### src/rtl/fma_nan_resolver.sv
module fma_nan_resolver #(
  parameter logic [31:0] DEFAULT_NAN = 32'h7FC0_0000
) (
  input  logic        mode_i,
  input  logic [31:0] acc_i,
  input  logic [31:0] mul_a_i,
  input  logic [31:0] mul_b_i,
  output logic        special_o,
  output logic [31:0] result_o,
  output logic        invalid_o
);
  localparam int QBIT = 22;

  logic acc_nan, a_nan, b_nan;
  logic acc_snan, a_snan, b_snan;
  logic a_inf, b_inf, a_zero, b_zero;
  logic any_nan, any_snan, inf_times_zero;
  logic [31:0] chosen;

  assign acc_nan = (&acc_i[30:23])   & (|acc_i[22:0]);
  assign a_nan   = (&mul_a_i[30:23]) & (|mul_a_i[22:0]);
  assign b_nan   = (&mul_b_i[30:23]) & (|mul_b_i[22:0]);

  assign acc_snan = acc_nan & ~acc_i[QBIT];
  assign a_snan   = a_nan   & ~mul_a_i[QBIT];
  assign b_snan   = b_nan   & ~mul_b_i[QBIT];

  assign a_inf  = (&mul_a_i[30:23]) & ~(|mul_a_i[22:0]);
  assign b_inf  = (&mul_b_i[30:23]) & ~(|mul_b_i[22:0]);
  assign a_zero = ~(|mul_a_i[30:0]);
  assign b_zero = ~(|mul_b_i[30:0]);

  assign any_nan        = acc_nan | a_nan | b_nan;
  assign any_snan       = acc_snan | a_snan | b_snan;
  assign inf_times_zero = (a_inf & b_zero) | (a_zero & b_inf);

  always_comb begin
    chosen = DEFAULT_NAN;
    if (mode_i) begin
      if (a_nan)        chosen = mul_a_i;
      else if (b_nan)   chosen = mul_b_i;
      else if (acc_nan) chosen = acc_i;
    end else begin
      if (acc_nan)      chosen = acc_i;
      else if (b_nan)   chosen = mul_b_i;
      else if (a_nan)   chosen = mul_a_i;
    end
  end

  always_comb begin
    result_o = '0;
    if (any_nan) begin
      result_o = chosen;
      if (!mode_i) result_o[QBIT] = 1'b1;
    end else if (inf_times_zero) begin
      result_o = DEFAULT_NAN;
    end
  end

  assign special_o = any_nan | inf_times_zero;
  assign invalid_o = ~mode_i & (any_snan | inf_times_zero);
endmodule

### config.mk
export PLATFORM = sky130hd
export DESIGN_NAME = fma_nan_resolver
export DESIGN_NICKNAME = d
export VERILOG_FILES = /design/src/rtl/fma_nan_resolver.sv
export SDC_FILE = /design/constraint.sdc
export NUM_CORES = 1
export LEC_CHECK = 0
export BUFFER_PORTS_ARGS = -buffer_cell sky130_fd_sc_hd__clkbuf_2
export CAP_MARGIN = 20
export CORE_ASPECT_RATIO = 1.1
export CORE_UTILIZATION = 35
export DETAILED_ROUTE_END_ITERATION = 8
export GPL_TIMING_DRIVEN = 0
export PLACE_DENSITY = 0.71
export SETUP_SLACK_MARGIN = 0.02
export SYNTH_ARGS = -nofsm -noshare
export SYNTH_HDL_FRONTEND = slang
export SYNTH_SLANG_ARGS = --single-unit
### constraint.sdc
create_clock -name vclk -period 4.86
set_input_delay 0.972 -clock vclk [all_inputs]
set_output_delay 0.972 -clock vclk [all_outputs]
set_load 0.005 [all_outputs]
; ---- Word-level counts from Yosys, hierarchy flattened
; Index checks and enable logic that the tools add are counted.
[totals]
ff_bits = 0
inputBits = 97
out_inout_bits = 34
elab_cells = 44
[op_classes]
n_mux = 10
bitwise_logic = 26
n_reduce_logical = 8
[ops]
columns = operator, n
row1 = 32-bit 2-to-1 mux, 8
row2 = 23-bit OR reduction, 3
row3 = 31-bit OR reduction, 2
row4 = 31-bit 2-to-1 mux, 1
row5 = 8-bit AND reduction, 3
row6 = 1-bit bitwise AND, 11
row7 = 1-bit NOT, 8
row8 = 1-bit OR, 7
row9 = 1-bit 2-to-1 mux, 1

; ---- Depth between registers and ports, before layout
[logic_depth]
depth_word = 8
ltp_mapped = 7
mapped_depth_nobuf = 6

; ---- Least setup slack after synthesis
; No wires, ideal clock.
[synth_timing]
path_kind = input to output
startpoint = input port mul_b_i[17]
endpoint = output port result_o[10]
t_arrival_ps = 2395
path_slack_ps = 1493
stages = 7
path_buffers = 1
path_cell_list = nor4_1 nand4_1 o21ai_4 buf_6 a221oi_1 o32a_1 nor2_2
[synth_between]
elab_chain_cells = 6
word_cells_on_any_way = 9
cone_classes = 6 x mux / 2 x bitwise / 1 x reduce/logical
[synth_lines]
columns = element, line_no
row1 = start: declaration, 7  ; input logic [31:0] mul_b_i,
row2 = 23-bit OR reduction *, 22  ; assign b_nan = (&mul_b_i[30:23]) & (|mul_b_i[22:0]);
row3 = 1-bit bitwise AND *, 22
row4 = "32-bit 2-to-1 mux, on equally long branches", "45, 41"
row5 = "32-bit 2-to-1 mux, on equally long branches", "44, 40"
row6 = 32-bit 2-to-1 mux, 39  ; if (mode_i) begin
row7 = 32-bit 2-to-1 mux *, 52  ; if (any_nan) begin
row8 = end: declaration, 9  ; output logic [31:0] result_o,
; Every way passes the cells marked *; elsewhere a longest branch is shown, timed or not.

; ---- Worst setup path in the final report
[layout_timing]
startpoint = input port mul_a_i[11]
endpoint = output port result_o[2]
[layout_between]
elab_chain_cells = 7
word_cells_on_any_way = 10
cone_classes = 6 x mux / 3 x bitwise / 1 x reduce/logical
[layout_lines]
columns = element, line_no
row1 = start: declaration, 6  ; input logic [31:0] mul_a_i,
row2 = 23-bit OR reduction *, 21  ; assign a_nan = (&mul_a_i[30:23]) & (|mul_a_i[22:0]);
row3 = 1-bit bitwise AND *, 21
row4 = 32-bit 2-to-1 mux, 46  ; else if (a_nan) chosen = mul_a_i;
row5 = 32-bit 2-to-1 mux, 45  ; else if (b_nan) chosen = mul_b_i;
row6 = 32-bit 2-to-1 mux, 44  ; if (acc_nan) chosen = acc_i;
row7 = 32-bit 2-to-1 mux, 39
row8 = 32-bit 2-to-1 mux *, 52
; Marks and branches as above.

==> impl_metrics.csv <==
group,metric,value,unit
clock_network,postCtsResizedCells,0,
sta,unrepaired_setup_endpoints_after_global_routing,"no",
routing,drc,0,
sta,min_period,4.11,ns
yosys,syn-mean-instance-area,6.53,um^2
global_routing,antenna_found_initial,0,
global_routing,grt_util_all_layers,0.280,
finish,most-common-layout-cells,"131 x clkbuf_2, 44 x a221oi_1, 32 x nor2_1",
sta,report.final.setup_viol,0,
finish,clock_buffers,0,
finish,layout.cells.most_common,"clkbuf_2",
die,core-area,4050,um^2
job,number_of_maximum_capacitance_violations,0,
die,rows,24,
routing,wl_per_cell,16.6,um
clock_network,cts_setup_buffers,0,
clock_network,cts.hold.buffers_added,0,
finish,multiInputGateArea,1380,um^2
global_routing,number_of_global_route_vias_before_repair,2325,
pwr,power.density,47.9,nW/um^2
finish,seqCellArea,0,um^2
min_path,min_delay_path_depth,4,
min_path,hold_class,"primary input to output pin",
routing,route.final.wire_length,6850,um
sta,hold_ws,2.35,ns
sta,max_freq,244,MHz
finish,final_core_area_utilization,0.550,
setup_path,critPathMaxFanout,10,
sta,post-route-period-util,0.845,
setup_path,worst_ep_arrival_time,3.13,ns
setup_path,timing.critical_path.required,3.89,ns
sta,maxSlewViolCount,0,
routing,route.detailed.vias_per_inst,6.36,
sta,worst_max_slew_pin_slew,0.499,ns
global_routing,grt_pass1_wl,10700,um
global_routing,grt_max_degree,11,
routing,drt-pass1-iter-count,5,
pwr,vdd_drop_max,0.0244,mV
routing,detail-route-antenna-nets,0,
sta,final-hold-violation-count,0,
sta,setup-tns-final,0,ns
finish,numSequentialCells,0,
yosys,synth_sequential_area_ratio,0,
placed_design,routabilityCongestion,0.900,
finish,num-nets-final,461,
pwr,static_leak,0.964,nW
die,height_of_the_chip,71.0,um
setup_path,cp-start-kind,"primary input",
yosys,yosys.cell_types.count,35,
placed_design,io_buffer_count,130,
finish,antennaDiodeCount,0,
routing,detail_route.iter0.violations,358,
yosys,mappedNetlistArea,1520,um^2
die,fp.dieW,64.7,um
setup_path,timing.setup.critical_path_class,"primary input to output pin",
routing,via_count,2632,
global_routing,globalRouteOverflowTotal,0,
status,status,"finished clean",
finish,n_fill_cell,449,
finish,area.growth.synth_to_final,47.2,%
die,ios,131,
yosys,synth.net_count,329,
finish,layout.cells.non_filler,414,
pwr,design_power_total,0.107,mW
die,initial_core_util,0.374,
placed_design,post-dp-hpwl,5380,um
setup_path,critPathCaptureType,"output pin",
yosys,syn_inst,232,
finish,final_layout_size_suffix_gt1_frac,0.456,
die,design.die.area,4600,um^2
placed_design,dp_cells,414,
sta,slew-limit-headroom,0.668,
yosys,synth_warnings,0,
[kinds of logic (layout without fill, tap and decap cells)]
family	Yosys count	count (layout)	share of synthesized area
buffers and inverters	26	156	0.0917
AO/OA/AOI/OAI	105	105	0.563
AND/OR/NAND/NOR	101	101	0.345
[area by class of cell]
cell class,instances,area share
multi-input combinational,206,0.617
timing repair buffer,130,0.292
buffer,26,0.0623
tap,52,0.0292
[power by group]
part,internal [mW],total (mW),switching (mW)
logic,0.0525,0.107,0.0543
clock network,0,0,0
registers,0,0,0
total,0.0525,0.107,0.0543
[worst max-delay path: stages]
cell	delay, ns
clkbuf_2	0.11
nor4_1	0.40
nand4_1	0.24
o21ai_1	0.43
clkbuf_1	0.41
o21ai_0	0.15
o32a_1	0.20
nor2_1	0.10
clkbuf_2	0.12
[metrics by stage]
stage                     setup slack [ns]  instance area [um^2]
after detailed placement             0.836                  2230
after CTS                            0.822                  2230
after global routing                 0.601                  2230
after floorplan                       1.49                  1520
final                                0.754                  2230
after global placement               0.834                  2230
[layer usage]
metal | vias up | wire, um | track usage
met3 | 10 | 685 | 0.0161
met1 | 1175 | 2700 | 0.374
met4 | 0 | 104 | 0.0568
li1 | 1253 | - | -
met5 | - | 0 | 0
met2 | 194 | 3360 | 0.490
[cells in the mapped netlist, types with 2 or more instances]
cell type / n / area share
nand4_1: 8 / 0.033
nand2_1: 16 / 0.040
and4_1: 2 / 0.012
o21ai_0: 23 / 0.076
nor2_2: 17 / 0.070
or4_1: 2 / 0.0099
a21oi_1: 2 / 0.0066
buf_4: 3 / 0.015
o32a_1: 22 / 0.15
a221oi_1: 44 / 0.25
buf_6: 2 / 0.015
clkbuf_4: 2 / 0.0099
clkbuf_1: 13 / 0.032
nor2_1: 32 / 0.079
buf_2: 5 / 0.017
nor4_1: 17 / 0.070
o21a_1: 2 / 0.0099
nor3_1: 3 / 0.0099
[path summary, 6_finish.rpt]
path | endpoint | start
setup / recovery | result_o[2] | mul_a_i[11]
hold / removal | invalid_o | mul_a_i[22]
No activity file was read; power rests on OpenSTA's default activity.
